## config.mk

```make
export PLATFORM = sky130hd
export DESIGN_NAME = i2c_step_master
export DESIGN_NICKNAME = d
export VERILOG_FILES = /design/src/rtl/i2cm_pkg.sv /design/src/rtl/i2cm_qtick.sv /design/src/rtl/i2cm_bytepath.sv /design/src/rtl/i2cm_seq.sv /design/src/rtl/i2c_step_master.sv
export SDC_FILE = /design/constraint.sdc
export NUM_CORES = 1
export LEC_CHECK = 0
export BUFFER_PORTS_ARGS = -buffer_cell sky130_fd_sc_hd__clkbuf_2
export CORE_ASPECT_RATIO = 1.75
export CORE_UTILIZATION = 49
export CTS_CLUSTER_SIZE = 40
export DETAILED_ROUTE_END_ITERATION = 10
export PLACE_DENSITY = 0.71
export SKIP_CTS_REPAIR_TIMING = 1
export SLEW_MARGIN = 20
export SYNTH_ARGS = -nofsm -noshare
export SYNTH_HDL_FRONTEND = slang
export SYNTH_SLANG_ARGS = --single-unit
```

## constraint.sdc

```tcl
create_clock -name clk -period 6.1 [get_ports clk]
set_clock_uncertainty 0.1 [all_clocks]
set_input_delay 1.22 -clock clk [delete_from_list [all_inputs] [get_ports clk]]
set_output_delay 1.22 -clock clk [all_outputs]
set_load 0.02 [all_outputs]
```

## src/rtl/i2cm_pkg.sv

```systemverilog
package i2cm_pkg;

  localparam int BYTE_W  = 8;
  localparam int FRAME_N = BYTE_W + 1;
  localparam int BIT_CW  = $clog2(FRAME_N + 1);

  typedef enum logic [3:0] {
    OP_NONE  = 4'h0,
    OP_START = 4'h1,
    OP_WRITE = 4'h2,
    OP_RDACK = 4'h3,
    OP_RDNAK = 4'h4,
    OP_STOP  = 4'h5
  } op_e;

  // start and stop are the only steps that move SDA with SCL high
  function automatic logic is_cond(input logic [3:0] op);
    return (op == OP_START) || (op == OP_STOP);
  endfunction

  function automatic logic is_read(input logic [3:0] op);
    return (op == OP_RDACK) || (op == OP_RDNAK);
  endfunction

  function automatic logic is_byte(input logic [3:0] op);
    return (op == OP_WRITE) || is_read(op);
  endfunction

  // acceptance rule: only a start when idle, any defined step when owned
  function automatic logic op_legal(input logic [3:0] op, input logic owned);
    return (op == OP_START) || (owned && (is_byte(op) || op == OP_STOP));
  endfunction

  // released levels {scl, sda} for quarter q of a step
  function automatic logic [1:0] quarter_lines(input logic [3:0] op,
                                               input logic [1:0] q,
                                               input logic       ack_slot,
                                               input logic       txbit);
    logic scl_r, sda_r;
    scl_r = (q == 2'd1) || (q == 2'd2);
    case (op)
      OP_START: sda_r = (q < 2'd2);
      OP_STOP: begin
        scl_r = (q != 2'd0);
        sda_r = (q >= 2'd2);
      end
      OP_WRITE: sda_r = ack_slot ? 1'b1 : txbit;
      OP_RDACK: sda_r = ack_slot ? 1'b0 : 1'b1;
      default:  sda_r = 1'b1;
    endcase
    return {scl_r, sda_r};
  endfunction

endpackage

```

## src/rtl/i2cm_qtick.sv

```systemverilog
module i2cm_qtick #(
  parameter int QDIV = 125
) (
  input  logic clk,
  input  logic rst_n,
  input  logic run,
  input  logic restart,
  output logic tick
);
  localparam int CW = (QDIV > 1) ? $clog2(QDIV) : 1;
  localparam logic [CW-1:0] LAST = CW'(QDIV - 1);

  logic [CW-1:0] cnt;

  assign tick = run && (cnt == LAST);

  always_ff @(posedge clk or negedge rst_n) begin
    if (!rst_n)              cnt <= '0;
    else if (restart || !run) cnt <= '0;
    else if (cnt == LAST)     cnt <= '0;
    else                      cnt <= cnt + 1'b1;
  end

  // every quarter starts from a zero count
  p_quarter_len_r3: assert property (@(posedge clk) disable iff (!rst_n)
    tick |=> (cnt == '0));

endmodule

```

## src/rtl/i2cm_bytepath.sv

```systemverilog
module i2cm_bytepath
  import i2cm_pkg::*;
(
  input  logic              clk,
  input  logic              rst_n,
  input  logic              load_tx,
  input  logic [BYTE_W-1:0] txd,
  input  logic              shift_tx,
  input  logic              clr_ack,
  input  logic              samp_bit,
  input  logic              samp_ack,
  input  logic              commit_rx,
  input  logic              sda_in,
  output logic              tx_cur,
  output logic              tx_nxt,
  output logic [BYTE_W-1:0] rxd,
  output logic              ack_seen
);
  logic [BYTE_W-1:0] tx_sh, rx_sh;

  assign tx_cur = tx_sh[BYTE_W-1];
  assign tx_nxt = tx_sh[BYTE_W-2];

  always_ff @(posedge clk or negedge rst_n) begin
    if (!rst_n) begin
      tx_sh    <= '0;
      rx_sh    <= '0;
      rxd      <= '0;
      ack_seen <= 1'b0;
    end else begin
      if (load_tx)       tx_sh <= txd;
      else if (shift_tx) tx_sh <= {tx_sh[BYTE_W-2:0], 1'b0};
      if (samp_bit)      rx_sh <= {rx_sh[BYTE_W-2:0], sda_in};
      if (commit_rx)     rxd   <= rx_sh;
      if (clr_ack)       ack_seen <= 1'b0;
      else if (samp_ack) ack_seen <= ~sda_in;
    end
  end

  // acknowledge status only moves on a new command or the 9th-bit sample
  p_ack_hold_r7: assert property (@(posedge clk) disable iff (!rst_n)
    (!clr_ack && !samp_ack) |=> $stable(ack_seen));

endmodule

```

## src/rtl/i2cm_seq.sv

```systemverilog
module i2cm_seq
  import i2cm_pkg::*;
(
  input  logic       clk,
  input  logic       rst_n,
  input  logic       cmd_we,
  input  logic [3:0] cmd_code,
  input  logic       txd_msb,
  input  logic       tick,
  input  logic       tx_cur,
  input  logic       tx_nxt,
  output logic       busy,
  output logic       owned,
  output logic       scl_rel,
  output logic       sda_rel,
  output logic       accept,
  output logic       done,
  output logic       shift_tx,
  output logic       samp_bit,
  output logic       samp_ack,
  output logic       commit_rx
);
  logic [3:0]        cmd_r;
  logic [1:0]        q, q_nx;
  logic [BIT_CW-1:0] bitn, bitn_nx;
  logic              last_q, step, bit_end, mid_high;

  assign accept   = cmd_we && !busy && op_legal(cmd_code, owned);
  assign step     = busy && tick;
  assign bit_end  = (q == 2'd3);
  assign last_q   = bit_end && (is_cond(cmd_r) || bitn == BIT_CW'(FRAME_N - 1));
  assign done     = step && last_q;
  assign q_nx     = q + 2'd1;
  assign bitn_nx  = bit_end ? bitn + 1'b1 : bitn;
  assign mid_high = step && (q == 2'd1) && is_byte(cmd_r);
  assign samp_bit = mid_high && is_read(cmd_r) && (bitn < BIT_CW'(BYTE_W));
  assign samp_ack = mid_high && (cmd_r == OP_WRITE) && (bitn == BIT_CW'(BYTE_W));
  assign shift_tx = step && bit_end && !last_q && (cmd_r == OP_WRITE);
  assign commit_rx = done && is_read(cmd_r);

  always_ff @(posedge clk or negedge rst_n) begin
    if (!rst_n) begin
      busy    <= 1'b0;
      owned   <= 1'b0;
      cmd_r   <= OP_NONE;
      q       <= '0;
      bitn    <= '0;
      scl_rel <= 1'b1;
      sda_rel <= 1'b1;
    end else if (accept) begin
      busy  <= 1'b1;
      cmd_r <= cmd_code;
      q     <= '0;
      bitn  <= '0;
      {scl_rel, sda_rel} <= quarter_lines(cmd_code, 2'd0, 1'b0, txd_msb);
      if (cmd_code == OP_START) owned <= 1'b1;
    end else if (step) begin
      if (last_q) begin
        busy <= 1'b0;
        if (cmd_r == OP_STOP) owned <= 1'b0;
      end else begin
        q    <= q_nx;
        bitn <= bitn_nx;
        {scl_rel, sda_rel} <= quarter_lines(cmd_r, q_nx,
                                bitn_nx == BIT_CW'(BYTE_W),
                                bit_end ? tx_nxt : tx_cur);
      end
    end
  end

  p_busy_ends_r3: assert property (@(posedge clk) disable iff (!rst_n)
    done |=> !busy);

  p_ignore_busy_r4: assert property (@(posedge clk) disable iff (!rst_n)
    (busy && cmd_we && !done) |=> (busy && $stable(cmd_r)));

  p_idle_release_r10: assert property (@(posedge clk) disable iff (!rst_n)
    (!owned && !busy) |-> (scl_rel && sda_rel));

  p_hold_low_r11: assert property (@(posedge clk) disable iff (!rst_n)
    (owned && !busy && !cmd_we) |=> (!scl_rel && $stable(sda_rel)));

  p_sda_quiet_r12: assert property (@(posedge clk) disable iff (!rst_n)
    (busy && is_byte(cmd_r) && scl_rel) |=> (!scl_rel || $stable(sda_rel)));

endmodule

```

## src/rtl/i2c_step_master.sv

```systemverilog
module i2c_step_master
  import i2cm_pkg::*;
#(
  parameter int QDIV = 125
) (
  input  logic        clk,
  input  logic        rst_n,
  input  logic        cmd_we,
  input  logic [31:0] cmd_wdata,
  input  logic [7:0]  tx_data,
  output logic [7:0]  rx_data,
  output logic        busy,
  output logic        ack_seen,
  output logic        scl_oe,
  output logic        sda_oe,
  input  logic        sda_in
);
  logic [3:0] code;
  logic       unused_hi;
  logic       owned, scl_rel, sda_rel, accept, done;
  logic       shift_tx, samp_bit, samp_ack, commit_rx;
  logic       tick, tx_cur, tx_nxt, load_tx;

  assign code      = cmd_wdata[3:0];
  assign unused_hi = ^cmd_wdata[31:4];
  assign load_tx   = accept && (code == OP_WRITE);
  assign scl_oe    = ~scl_rel;
  assign sda_oe    = ~sda_rel;

  i2cm_qtick #(.QDIV(QDIV)) u_qtick (
    .clk(clk), .rst_n(rst_n), .run(busy), .restart(accept), .tick(tick)
  );

  i2cm_seq u_seq (
    .clk(clk), .rst_n(rst_n), .cmd_we(cmd_we), .cmd_code(code),
    .txd_msb(tx_data[BYTE_W-1]), .tick(tick), .tx_cur(tx_cur), .tx_nxt(tx_nxt),
    .busy(busy), .owned(owned), .scl_rel(scl_rel), .sda_rel(sda_rel),
    .accept(accept), .done(done), .shift_tx(shift_tx), .samp_bit(samp_bit),
    .samp_ack(samp_ack), .commit_rx(commit_rx)
  );

  i2cm_bytepath u_bytes (
    .clk(clk), .rst_n(rst_n), .load_tx(load_tx), .txd(tx_data),
    .shift_tx(shift_tx), .clr_ack(accept), .samp_bit(samp_bit),
    .samp_ack(samp_ack), .commit_rx(commit_rx), .sda_in(sda_in),
    .tx_cur(tx_cur), .tx_nxt(tx_nxt), .rxd(rx_data), .ack_seen(ack_seen)
  );

  // a refused command never raises busy
  p_refuse_r5: assert property (@(posedge clk) disable iff (!rst_n)
    (!busy && cmd_we && !op_legal(code, owned)) |=> !busy);

endmodule

```

Yosys cells after proc, flatten, opt, wreduce, memory -nomap -nowiden
Cells that the tools add are included.

operators by class
  add/sub/neg operators = 3
  bitwise operators = 3
  reductions and logical operators = 39
  magnitude comparators = 3
  eq/ne operators = 19
  multiplexer cells = 33

operators by type and width
  kind                                                              count
  1-bit two-way mux                                                 20
  1-bit logical AND                                                 18
  4-bit by 2-bit == test with 1-bit output (second input constant)  4
  4-bit by 3-bit == test with 1-bit output (second input constant)  4
  4-bit two-way mux                                                 4
  8-bit two-way mux                                                 2
  7-bit two-way mux                                                 2
  2-bit nonzero test                                                6
  1-bit logical OR                                                  10
  4-bit by 1-bit == test with 1-bit output (second input constant)  2
  4-bit == test (second input constant)                             2
  7-bit by 1-bit adder with 7-bit output (second input constant)    1
  7-bit == test (second input constant)                             1
  2-bit two-way mux                                                 3
  4-bit by 1-bit adder with 4-bit output (second input constant)    1
  2-bit by 1-bit == test with 1-bit output (second input constant)  2
  2-bit == test (second input constant)                             2
  4-bit less-than comparator (second input constant)                1
  1-bit case mux with 4 select lines                                1
  2-bit AND reduction                                               2
  4-bit AND reduction                                               1
  1-bit inverter                                                    3
  2-bit by 1-bit adder with 2-bit output (second input constant)    1
  2-bit greater-or-equal comparator (second input constant)         1
  other kinds (5)                                                   6

storage, ports and cells
  input port bits = 44
  register bits = 46

Longest topological paths before layout
  word-level depth = 9
  depth in mapped cells = 8
  gate-level depth less buffers = 7

By module
A second synthesis with hierarchy kept.

unflattened totals
  cells, all modules = 209
  area total of the unflattened synthesis = 2416.1 µm²

modules (own cells, without submodules)
  module           cells an instance  seq. area each (µm²)  instances  area an instance (µm²)
  i2cm_bytepath    72                 625.6                 1          1074.8
  i2cm_seq         100                352.8                 1          950.9
  i2cm_qtick       33                 175.2                 1          366.6
  i2c_step_master  4                  0.0                   1          23.8

Worst setup path after synthesis
No wires, ideal clock.

  kind = input port to flip-flop
  from = input port cmd_wdata[1]
  to = register u_seq.cmd_r[1]
  slack = 3.657 ns
  stages on the path = 5
  arrival = 2.218 ns
  path through = nor2b_1 o2bb2ai_1 nand2_1 clkbuf_1 mux2_2

between the ends
  cells in the longest elaborated chain, start to end = 7

ends and longest elaborated chain
  item                                                                                                         line                  text
  start, declared                                                                                              i2c_step_master.sv:9  input logic [31:0] cmd_wdata,
  4-bit by 2-bit == test with 1-bit output / 4-bit by 3-bit == test with 1-bit output (equally long branches)  i2cm_pkg.sv:22        return (op == OP_RDACK) || (op == OP_RDNAK);
  1-bit logical OR                                                                                             i2cm_pkg.sv:22
  1-bit logical OR                                                                                             i2cm_pkg.sv:26        return (op == OP_WRITE) || is_read(op);
  1-bit logical OR                                                                                             i2cm_pkg.sv:31        return (op == OP_START) || (owned && (is_byte(op) || op == OP_STOP));
  1-bit logical AND                                                                                            i2cm_pkg.sv:31
  1-bit logical OR                                                                                             i2cm_pkg.sv:31
  1-bit logical AND                                                                                            i2cm_seq.sv:28        assign accept = cmd_we && !busy && op_legal(cmd_code, owned);
  end signal, assigned                                                                                         i2cm_seq.sv:52        cmd_r <= cmd_code;
  end, declared                                                                                                i2cm_seq.sv:23        logic [3:0] cmd_r;

Parallel ways exist; a longest one is shown, timed or not.
A chain may end at the register's enable or synchronous reset.

Final worst setup path
  from = input port cmd_wdata[3]
  to = register u_seq.sda_rel

between the ends
  cells in the longest elaborated chain, start to end = 9

ends and longest elaborated chain
  item                                                                                                         line            text
  4-bit by 2-bit == test with 1-bit output / 4-bit by 3-bit == test with 1-bit output (equally long branches)  i2cm_pkg.sv:22
  1-bit logical OR                                                                                             i2cm_pkg.sv:22
  1-bit logical OR                                                                                             i2cm_pkg.sv:26
  1-bit logical OR                                                                                             i2cm_pkg.sv:31
  1-bit logical AND                                                                                            i2cm_pkg.sv:31
  1-bit logical OR                                                                                             i2cm_pkg.sv:31
  1-bit logical AND                                                                                            i2cm_seq.sv:28
  2-bit inequality test (no line) / 2-bit nonzero test (equally long branches)                                 --
  2-bit AND reduction (no line)                                                                                --
  end signal, assigned                                                                                         i2cm_seq.sv:55  {scl_rel, sda_rel} <= quarter_lines(cmd_code, 2'd0, 1'b0, txd_msb);
  end signal, assigned                                                                                         i2cm_seq.sv:64  {scl_rel, sda_rel} <= quarter_lines(cmd_r, q_nx,
  end, declared                                                                                                i2cm_seq.sv:15  output logic sda_rel,

Parallel ways exist; a longest one is shown, timed or not.

==> impl_metrics.toml <==
[outcome]
outcome = "finished clean"

[synth]
synthSimpleGateAreaFrac = 0.151
syn_area_mm2 = 0.00228
syn_avg_cell_area_um2 = 11.2
synth_common_cells = "dfrtp_1 (44), nor2_1 (19), nand2_1 (16)"
ys_warn_count = 0
netlist_top_cells_area = "dfrtp_1 (48%), mux2_2 (7.4%), mux2i_1 (5.3%), mux2_4 (5.3%), ha_1 (3.3%)"
syn_inst = 204
synth_top_family_by_area = "multiplexers"
synth_nets = 254
async_reset_ff_frac = 1.00
synth-xor-area-share = 0.0345
synthMuxAreaShare = 0.179
yosysUniqueCellTypes = 40
yosysMostFrequentCell = "dfrtp_1"
yosysSeqAreaShare = 0.505
synth_top_area_cell = "dfrtp_1"
synth_edf_count = 0
synth_compound_area_frac = 0.0663
synth.top_cell.area_share = 0.482
synth_flop_cell = "dfrtp_1"
synth_fa_ha_area_frac = 0.0329
synth-seq-cells = 46

[placement]
io_buffers = 27
dp_slack_ns = 3.09
dp_cells = 278
dp_hpwl_mm = 2.86
gp_congestion = 0.802

[power]
p_leak_nw = 1.28
power.density_mw_per_mm2 = 231
worst_ir_drop_vdd_mv = 0.163

[layout]
antenna_cells = 0
drive_gt1_frac = 0.264
multi_input_area_mm2 = 0.00106
regArea_mm2 = 0.00115
fin_cells = 286
nets = 284
syn_to_final_growth_pct = 13.9
nFillCells = 382
utilization = 0.586

[die]
start_util = 0.514
chipWidth_um = 53.6
num_io_pins = 56
rows = 32
die_area_mm2 = 0.00495
die_y_um = 92.3
core_region_area_mm2 = 0.00444

[grt]
grt_pass1_wl_mm = 6.80
grt_max_degree = 47
grt_overflow = 0
track_usage = 0.189
antenna_found_initial = 0
grt_pass1_vias = 1576

[detailed_routing]
drt_iter0_drc = 35
wl_per_cell_um = 13.8
first_pass_iters = 4
via_per_inst = 5.35
drc = 0
antenna_left = 0
num_vias = 1530
wl_mm = 3.95

[clocking]
cts_buffers = 5
clock_latency_ns = 0.30
cts.sinks = 46
cts_root_buf = "clkbuf_8"
cts_buffer_depth = 2
clk_pin_slew_ns = 0.09
cts_max_level = 2
cts_tree = "built"

[sta]
setup_tns_ns = 0
period_share = 0.445
max_slew.worst_pin.slew_ns = 0.616
min_period_ns = 2.71
slew_viol_final = 0
max_freq_mhz = 368
relSlewSlack = 0.587
fin_ws_ns = 3.39
finalHoldViolCount = 0
finalSetupViolations = 0
rsz0062_at_grt = "false"

[setup_path]
required_ns = 6.23
crit_arrival_ns = 2.84
crit_path_start_kind = "input pin"
critical_path_class = "in -> reg"
crit_path_max_fanout = 17
endpoint_kind = "register"

[run]
maxCapViolCount = 0

[min_path]
min_path_type = "reg -> reg"
[flip-flops by register name, indices dropped and copies added, names as in the netlist, 2 cells and up]
name / cells
u_bytes.tx_sh: 8
u_bytes.rxd: 8
u_seq.cmd_r: 4
u_seq.q: 2
u_bytes.rx_sh: 8
u_qtick.cnt: 7
u_seq.bitn: 4
[worst max-delay path, stage by stage]
cell	delay, ns
clkbuf_2	0.08
nor3b_1	0.28
nand4b_1	0.56
a2bb2oi_1	0.29
mux2_2	0.27
a31oi_1	0.14
[report_power, final]
part	internal [W]	switching, W
combinational	0.00000693	0.0000102
sequential	0.000306	0.000000878
clock	0.000175	0.000102
total	0.000487	0.000113
[worst paths after layout]
path	end	from	cells after the start	slack (ns)
max	u_seq.sda_rel	cmd_wdata[3]	6	3.39
min	u_seq.scl_rel	u_seq.scl_rel	2	0.39
max reg2reg	u_seq.bitn[0]	u_seq.bitn[0]	7	3.80
min reg2reg	u_seq.scl_rel	u_seq.scl_rel	2	0.39
max in group asynchronous	u_seq.scl_rel	rst_n	2	4.61
min in group asynchronous	u_qtick.cnt[2]	rst_n	2	0.90
[layer usage]
metal | wire, µm | global-route usage | vias to the layer above | part of all wire
li1 | - | - | 770 | -
met1 | 1590 | 0.208 | 720 | 0.40
met2 | 2120 | 0.320 | 27 | 0.54
met3 | 107 | 0.0476 | 13 | 0.027
met4 | 133 | 0.0943 | 0 | 0.034
met5 | 0 | 0 | - | 0
[final cells by class]
class,instances,share of cell area
clock buffers,6,0.0317
clock inverters,2,0.0231
inverters,11,0.0159
multi-input cells,142,0.407
flip-flops and latches,46,0.443
well taps,51,0.0245
repair buffers,28,0.0548
[kinds of logic after synthesis]
kind of cell               Yosys count
muxes                               35
and+or+nand+nor                     68
DFF                                 46
AOI/OAI and AO/OA                   24
adders and majority gates            6
xor gates and xnor gates             9
buffers and inverters               16
[per-stage QoR]
step	cell area (µm²)	power (W)	hold WS, ns
CTS	2600	0.000609	0.402
finish	2600	0.000600	0.395
global placement	2460	0.000330	0.383
detailed placement	2460	0.000330	0.388
global route	2600	0.000621	0.435
floorplan	2280	0.000317	0.355
[layout by cell type (no fill, tap or decap), types with 2 or more instances in the layout]
| cell type | n |
|---|---|
| dfstp_2 | 2 |
| a21oi_1 | 8 |
| nand2b_1 | 3 |
| xor2_1 | 5 |
| clkbuf_8 | 6 |
| xnor2_1 | 4 |
| inv_1 | 11 |
| and4_1 | 2 |
| nand2_1 | 16 |
| a21o_1 | 2 |
| nand3_1 | 6 |
| dfrtp_1 | 44 |
| ha_1 | 6 |
| nor2_1 | 19 |
| nand4_1 | 2 |
| o211ai_1 | 2 |
| mux2i_1 | 12 |
| bufinv_16 | 2 |
| mux2_4 | 8 |
| mux2_2 | 15 |
| nor3b_1 | 2 |
| nand3b_1 | 3 |
| and2_1 | 5 |
| nor3_1 | 3 |
| o21ai_0 | 6 |
| clkbuf_2 | 27 |
No activity file was read; power rests on OpenSTA's default activity.
